[src/rtl/pfq_pkg.sv]
package pfq_pkg;

    typedef enum logic [1:0] {
        ST_HOLD  = 2'd0,
        ST_ARMED = 2'd1,
        ST_FETCH = 2'd2
    } pf_state_e;

endpackage

[src/rtl/pfq_store.sv]
module pfq_store #(
    parameter int DEPTH = 12,
    parameter int WB    = 4,
    localparam int PW   = $clog2(DEPTH),
    localparam int CW   = $clog2(DEPTH + 1)
) (
    input  logic            clk,
    input  logic            rst_n,
    input  logic            flush,
    input  logic            push,
    input  logic [8*WB-1:0] push_word,
    input  logic            pop_ready,
    output logic            out_valid,
    output logic [7:0]      out_byte,
    output logic [CW-1:0]   occ
);

    logic [7:0]    mem_q [DEPTH];
    logic [PW-1:0] rd_q, wr_q;
    logic [CW-1:0] occ_q;
    logic [7:0]    lane [WB];
    logic          pop;

    for (genvar g = 0; g < WB; g++) begin : g_lane
        assign lane[g] = push_word[8*g +: 8];
    end

    function automatic logic [PW-1:0] step(input logic [PW-1:0] p, input int k);
        int s;
        s = int'(p) + k;
        if (s >= DEPTH) s = s - DEPTH;
        return s[PW-1:0];
    endfunction

    assign out_valid = (occ_q != '0);
    assign out_byte  = mem_q[rd_q];
    assign pop       = out_valid && pop_ready && !flush;
    assign occ       = occ_q;

    always_ff @(posedge clk) begin
        if (push && !flush) begin
            for (int i = 0; i < WB; i++) begin
                mem_q[step(wr_q, i)] <= lane[i];
            end
        end
    end

    always_ff @(posedge clk) begin
        if (!rst_n || flush) begin
            rd_q  <= '0;
            wr_q  <= '0;
            occ_q <= '0;
        end else begin
            if (push) wr_q <= step(wr_q, WB);
            if (pop)  rd_q <= step(rd_q, 1);
            occ_q <= occ_q + (push ? CW'(WB) : CW'(0)) - (pop ? CW'(1) : CW'(0));
        end
    end


    push_room_chk: assert property (@(posedge clk) disable iff (!rst_n)
        push |-> (occ_q <= CW'(DEPTH - WB)));


    flush_clear_chk: assert property (@(posedge clk) disable iff (!rst_n)
        flush |=> (occ_q == '0 && !out_valid));


    pop_one_chk: assert property (@(posedge clk) disable iff (!rst_n)
        (out_valid && pop_ready && !push && !flush) |=> (occ_q == $past(occ_q) - CW'(1)));

endmodule

[src/rtl/pfq_addr.sv]
module pfq_addr #(
    parameter int          AW         = 32,
    parameter int          WB         = 4,
    parameter logic [AW-1:0] RESET_ADDR = '0,
    localparam int         OFS        = $clog2(WB)
) (
    input  logic          clk,
    input  logic          rst_n,
    input  logic          flush,
    input  logic [AW-1:0] flush_addr,
    input  logic          advance,
    output logic [AW-1:0] addr
);

    logic [AW-1:0] addr_q;

    assign addr = addr_q;

    always_ff @(posedge clk) begin
        if (!rst_n) begin
            addr_q <= {RESET_ADDR[AW-1:OFS], {OFS{1'b0}}};
        end else if (flush) begin
            addr_q <= {flush_addr[AW-1:OFS], {OFS{1'b0}}};
        end else if (advance) begin
            addr_q <= addr_q + AW'(WB);
        end
    end


    addr_step_chk: assert property (@(posedge clk) disable iff (!rst_n)
        (advance && !flush) |=> (addr_q == $past(addr_q) + AW'(WB)));

endmodule

[src/rtl/pfq_ctrl.sv]
module pfq_ctrl
    import pfq_pkg::*;
#(
    parameter int DEPTH     = 12,
    parameter int WB        = 4,
    parameter int LOW_MARK  = 4,
    localparam int CW       = $clog2(DEPTH + 1)
) (
    input  logic          clk,
    input  logic          rst_n,
    input  logic          flush,
    input  logic          data_pending,
    input  logic          bus_locked,
    input  logic          fetch_rdy,
    input  logic [CW-1:0] occ,
    output logic          fetch_req,
    output logic          push
);

    pf_state_e st_q, st_d;
    logic      bus_free, low_hit, room;

    assign bus_free = !data_pending && !bus_locked;
    assign low_hit  = (occ <= CW'(LOW_MARK));
    assign room     = (occ <= CW'(DEPTH - WB));

    always_comb begin
        st_d = st_q;
        if (flush) begin
            st_d = ST_ARMED;
        end else begin
            unique case (st_q)
                ST_HOLD: begin
                    if (low_hit) st_d = (bus_free && room) ? ST_FETCH : ST_ARMED;
                end
                ST_ARMED: begin
                    if (!room)         st_d = ST_HOLD;
                    else if (bus_free) st_d = ST_FETCH;
                end
                ST_FETCH: begin
                    if (fetch_rdy) st_d = ST_ARMED;
                end
                default: st_d = ST_HOLD;
            endcase
        end
    end

    always_ff @(posedge clk) begin
        if (!rst_n) st_q <= ST_HOLD;
        else        st_q <= st_d;
    end

    always_comb begin
        fetch_req = (st_q == ST_FETCH);
        push      = (st_q == ST_FETCH) && fetch_rdy && !flush;
    end


    no_start_pending_chk: assert property (@(posedge clk) disable iff (!rst_n)
        $rose(fetch_req) |-> !$past(data_pending));


    no_start_locked_chk: assert property (@(posedge clk) disable iff (!rst_n)
        $rose(fetch_req) |-> !$past(bus_locked));


    req_hold_chk: assert property (@(posedge clk) disable iff (!rst_n)
        (fetch_req && !fetch_rdy && !flush) |=> fetch_req);


    hyst_chk: assert property (@(posedge clk) disable iff (!rst_n)
        (st_q == ST_HOLD && !low_hit && !flush) |=> (st_q != ST_FETCH));


    flush_cancel_chk: assert property (@(posedge clk) disable iff (!rst_n)
        flush |=> !fetch_req);

endmodule

[src/rtl/pfq_top.sv]
module pfq_top #(
    parameter int            AW         = 32,
    parameter int            DEPTH      = 12,
    parameter int            WORD_BYTES = 4,
    parameter int            LOW_MARK   = 4,
    parameter logic [AW-1:0] RESET_ADDR = '0,
    localparam int           CW         = $clog2(DEPTH + 1)
) (
    input  logic                    clk,
    input  logic                    rst_n,
    input  logic                    flush,
    input  logic [AW-1:0]           flush_addr,
    input  logic                    data_pending,
    input  logic                    bus_locked,
    output logic                    fetch_req,
    output logic [AW-1:0]           fetch_addr,
    input  logic                    fetch_rdy,
    input  logic [8*WORD_BYTES-1:0] fetch_data,
    output logic                    byte_valid,
    output logic [7:0]              byte_data,
    input  logic                    byte_ready
);

    logic          push;
    logic [CW-1:0] occ;

    pfq_ctrl #(
        .DEPTH    (DEPTH),
        .WB       (WORD_BYTES),
        .LOW_MARK (LOW_MARK)
    ) u_ctrl (
        .clk          (clk),
        .rst_n        (rst_n),
        .flush        (flush),
        .data_pending (data_pending),
        .bus_locked   (bus_locked),
        .fetch_rdy    (fetch_rdy),
        .occ          (occ),
        .fetch_req    (fetch_req),
        .push         (push)
    );

    pfq_addr #(
        .AW         (AW),
        .WB         (WORD_BYTES),
        .RESET_ADDR (RESET_ADDR)
    ) u_addr (
        .clk        (clk),
        .rst_n      (rst_n),
        .flush      (flush),
        .flush_addr (flush_addr),
        .advance    (push),
        .addr       (fetch_addr)
    );

    pfq_store #(
        .DEPTH (DEPTH),
        .WB    (WORD_BYTES)
    ) u_store (
        .clk       (clk),
        .rst_n     (rst_n),
        .flush     (flush),
        .push      (push),
        .push_word (fetch_data),
        .pop_ready (byte_ready),
        .out_valid (byte_valid),
        .out_byte  (byte_data),
        .occ       (occ)
    );


    addr_stable_chk: assert property (@(posedge clk) disable iff (!rst_n)
        (fetch_req && !fetch_rdy && !flush) |=> $stable(fetch_addr));

endmodule

[config.mk]
export PLATFORM = sky130hd
export DESIGN_NAME = pfq_top
export DESIGN_NICKNAME = d
export VERILOG_FILES = /design/src/rtl/pfq_pkg.sv /design/src/rtl/pfq_store.sv /design/src/rtl/pfq_addr.sv /design/src/rtl/pfq_ctrl.sv /design/src/rtl/pfq_top.sv
export SDC_FILE = /design/constraint.sdc
export NUM_CORES = 1
export LEC_CHECK = 0
export CORE_MARGIN = 1
export CORE_UTILIZATION = 59
export CTS_CLUSTER_DIAMETER = 120
export DETAILED_ROUTE_END_ITERATION = 8
export DONT_BUFFER_PORTS = 1
export PLACE_DENSITY = 0.75
export SYNTH_ARGS = -nofsm -noshare
export SYNTH_HDL_FRONTEND = slang
export SYNTH_SLANG_ARGS = --single-unit
export TNS_END_PERCENT = 30
[constraint.sdc]
create_clock -name clk -period 5.63 [get_ports clk]
set_input_delay 0.8445 -clock clk [delete_from_list [all_inputs] [get_ports clk]]
set_output_delay 0.8445 -clock clk [all_outputs]
set_load 0.02 [all_outputs]
==> flow_summary.ini <==
[floorplanning]
core_mm2 = 0.0103
pin_count = 113
die_y_um = 105
row_count = 37
initial_core_util_pct = 60.7
die_area_mm2 = 0.0110
die_w_um = 105

[pwr]
ir_drop_v = 0.000165
p_comb_share_pct = 2.4
p_clk_share_pct = 47.0
switchingPower_uw = 492
seqPwrFrac_pct = 50.5
power.density_mw_per_mm2 = 336
power.leakage_nw = 2.21
p_sw_share_pct = 21.2
p_total_mw = 2.32
internal-power_mw = 1.83

[synth]
synth_compound_area_share_pct = 8.72
synth_ff_type = edfxtp_1
synth_edf_count = 96
synth_xor_area_share_pct = 1.97
synth_top_area_share_pct = 46.2
yosys-top-cells-area = edfxtp_1 46%, dfxtp_1 15%, mux4_2 8.7%, o21ai_0 2.6%, ha_1 2.4%
yosys.area_share.adder_pct = 2.73
synthCells = 471
synth-simple-area-share_pct = 12.0
synth_top_family_by_area = simple AND/OR/NAND/NOR gates
yosysSeqAreaShare_pct = 61.0
synthMuxAreaShare_pct = 10.6
synth_area_per_cell_um2 = 13.2
synth_cell_types = 56
async_flop_share_pct = 0
synth_top_area_cell = edfxtp_1
netlist_area_mm2 = 0.00624
yosysWarnings = 0
synth-seq-cells = 142

[critical_path]
r2r_slack_ns = 3.28
reg2reg_from = u_addr.addr[2]$_SDFFE_PN0P_
max_stage_delay_ns = 0.87
worst_setup_path_start_kind = flip-flop
critPathSlowestCell = dfxtp_2
required_ns = 4.79
r2r_cells = 5
worstPathCellList = mux4_2, mux2i_1, o21ai_0
r2r_end = u_addr.addr[20]$_SDFFE_PN0P_
critPathMaxFanout = 24
critPathKind = flip-flop to output port
crit_arrival_ns = 2.49
end_kind = output port

[layout]
drive_above_1_share_pct = 13.8
stdcell_area_mm2 = 0.00691
fin_nets = 550
fillers = 748
finish.utilization_pct = 67.2
multi_input_area_mm2 = 0.00226
antenna_cells = 0
syn_to_final_growth_pct = 10.8
ff_latch_area_mm2 = 0.00380
instances_no_fill = 614

[routing]
wl_per_cell_um = 20.3
drtPass1Iterations = 6
drt_iter0_markers = 234
wl_um = 12500
vias = 3869
postRouteAntennaNets = 0
drcViolationCount = 0
via_per_inst = 6.30

[timing]
drv_slew = 0
fin_crit_ns = 3.33
layout_setup_ws_ns = 2.30
hold_violations = 0
timing.final.crit_share_pct = 59.1
slew_headroom_pct = 34.2
rsz0062_at_grt = no
whs_ns = 0.421
setup_violations = 0
tns_ns = 0
fmax_mhz = 300
worst_pin_slew_ns = 0.985
finClkSkew_ns = 0.0113

[global_routing]
grt_max_degree = 60
grt_pass1_vias = 3837
global_route.overflow_total = 0
antenna_found_initial = 0
grt_usage_pct = 24.2
grt_pass1_wl_um = 19900

[min_path]
min_from = fetch_data[17]
worstHoldEndpoint = u_store.mem_q[6][1]$_DFFE_PP_
min_path_cells = 0
hold_path.class = primary input to flip-flop

[outcome]
status = complete, no violations

[clock_network]
cts_max_path_buffers = 2
hold_buffers = 0
worstSkewPairLatency_ns = 0.52
cts_resized = 0
clkSinkCount = 142
cts_root_buf = clkbuf_8
clk_pin_slew_worst_paths_ns = 0.06
cts_made_buffers = 17
cts.htree.levels = 4
postCtsSetupRepairBufs = 0
cts_tree = done

[place]
dp_slack_ns = 2.81
place_hpwl_um = 8130
globalplace.congestion = 0.737
placed_cells = 583
portBuffers = 0
dpl_cell_area_mm2 = 0.00633

[job]
cap_violations = 0
power by group through the flow:
| stage | Clock (mW) | Sequential (mW) | Combinational, mW |
|---|---|---|---|
| floorplan | 0 | 1.19 | 0.0523 |
| global placement | 0 | 1.19 | 0.0531 |
| detailed placement | 0 | 1.19 | 0.0559 |
| CTS | 1.11 | 1.17 | 0.0564 |
| global route | 1.16 | 1.17 | 0.0630 |
| finish | 1.09 | 1.17 | 0.0560 |
cell type report:
cell class,instances,share of cell area [%]
sequential,142,55.1
timing repair buffer,4,0.435
inverter,16,0.869
tap,136,2.46
multi-input combinational,285,32.7
clock buffer,17,5.99
clock inverter,14,2.43
cell usage in the layout (no fill, tap or decap), types with 2 or more instances in the layout:
cell,instances
inv_1,15
and3_1,3
or4_1,8
conb_1,2
a311oi_1,3
buf_4,4
dfxtp_1,45
nor2_1,28
ha_1,12
mux4_2,24
and4_1,2
clkbuf_16,16
o31ai_1,6
nor4_1,13
mux2i_1,12
edfxtp_1,96
nor2b_1,3
inv_6,2
clkinv_4,4
a211oi_1,8
o211ai_1,4
a22oi_1,2
nand2_1,29
bufinv_16,3
o31a_1,4
clkinv_1,3
a21oi_1,7
xor2_1,4
a31oi_1,10
xnor2_1,10
nor3_1,8
clkinv_2,2
nand4_1,6
or3_1,10
nand3_1,13
o21ai_0,32
cell families after synthesis:
group / after synthesis
other: 1
adders and majority gates: 13
muxes: 36
and+or+nand+nor: 136
buffers and inverters: 45
AOI/OAI and AO/OA: 84
xor gates and xnor gates: 14
DFF: 142
cells in the mapped netlist, drive strengths merged, types with 2 or more instances:
cell type / instances
xnor2: 10
a22oi: 2
nand4: 7
a21oi: 7
nand2: 29
and3: 3
or3: 10
a211oi: 8
nor2: 29
mux2i: 12
mux4: 24
o21ai: 32
o211ai: 4
dfxtp: 46
buf: 11
nor2b: 3
a31oi: 10
nor4: 13
edfxtp: 96
a311oi: 3
o31a: 4
ha: 12
inv: 15
clkbuf: 18
nand3b: 2
and4: 2
o31ai: 6
xor2: 4
or4: 9
nor3: 8
nand3: 13
worst max path at each step:
stage                          from                             to  slack, ns  depth (start not counted)
after floorplan               flush  u_store.mem_q[0][0]$_DFFE_PP_       2.52                          4
after CTS                 flip-flop                   byte_data[4]       2.21                          3
after global placement    flip-flop                   byte_data[4]       2.79                          3
final                     flip-flop                   byte_data[4]       2.30                          3
after global routing      flip-flop                   byte_data[2]       2.10                          3
after detailed placement  flip-flop                   byte_data[2]       2.81                          3
state kept, by name, summed over array words and instances (netlist names), named ones only:
signal	cells
u_store.mem_q	96
u_ctrl.st_q	2
u_addr.addr	30
u_store.wr_q	2
u_store.rd_q	4
u_store.occ	4
metal layers:
layer | vias to the layer above | global-route usage [%] | share of wire (%)
li1 | 1818 | - | -
met1 | 1885 | 28.0 | 40
met2 | 157 | 41.0 | 51
met3 | 9 | 9.98 | 8.4
met4 | 0 | 7.44 | 0.67
met5 | - | 0 | 0
critical path: cells and delay by family, from the launching register on:
kind | cells | cell delay (ns)
DFF | 1 | 0.87
muxes | 2 | 0.44
AOI/OAI and AO/OA | 1 | 0.65
(Power assumes the default switching activity.)
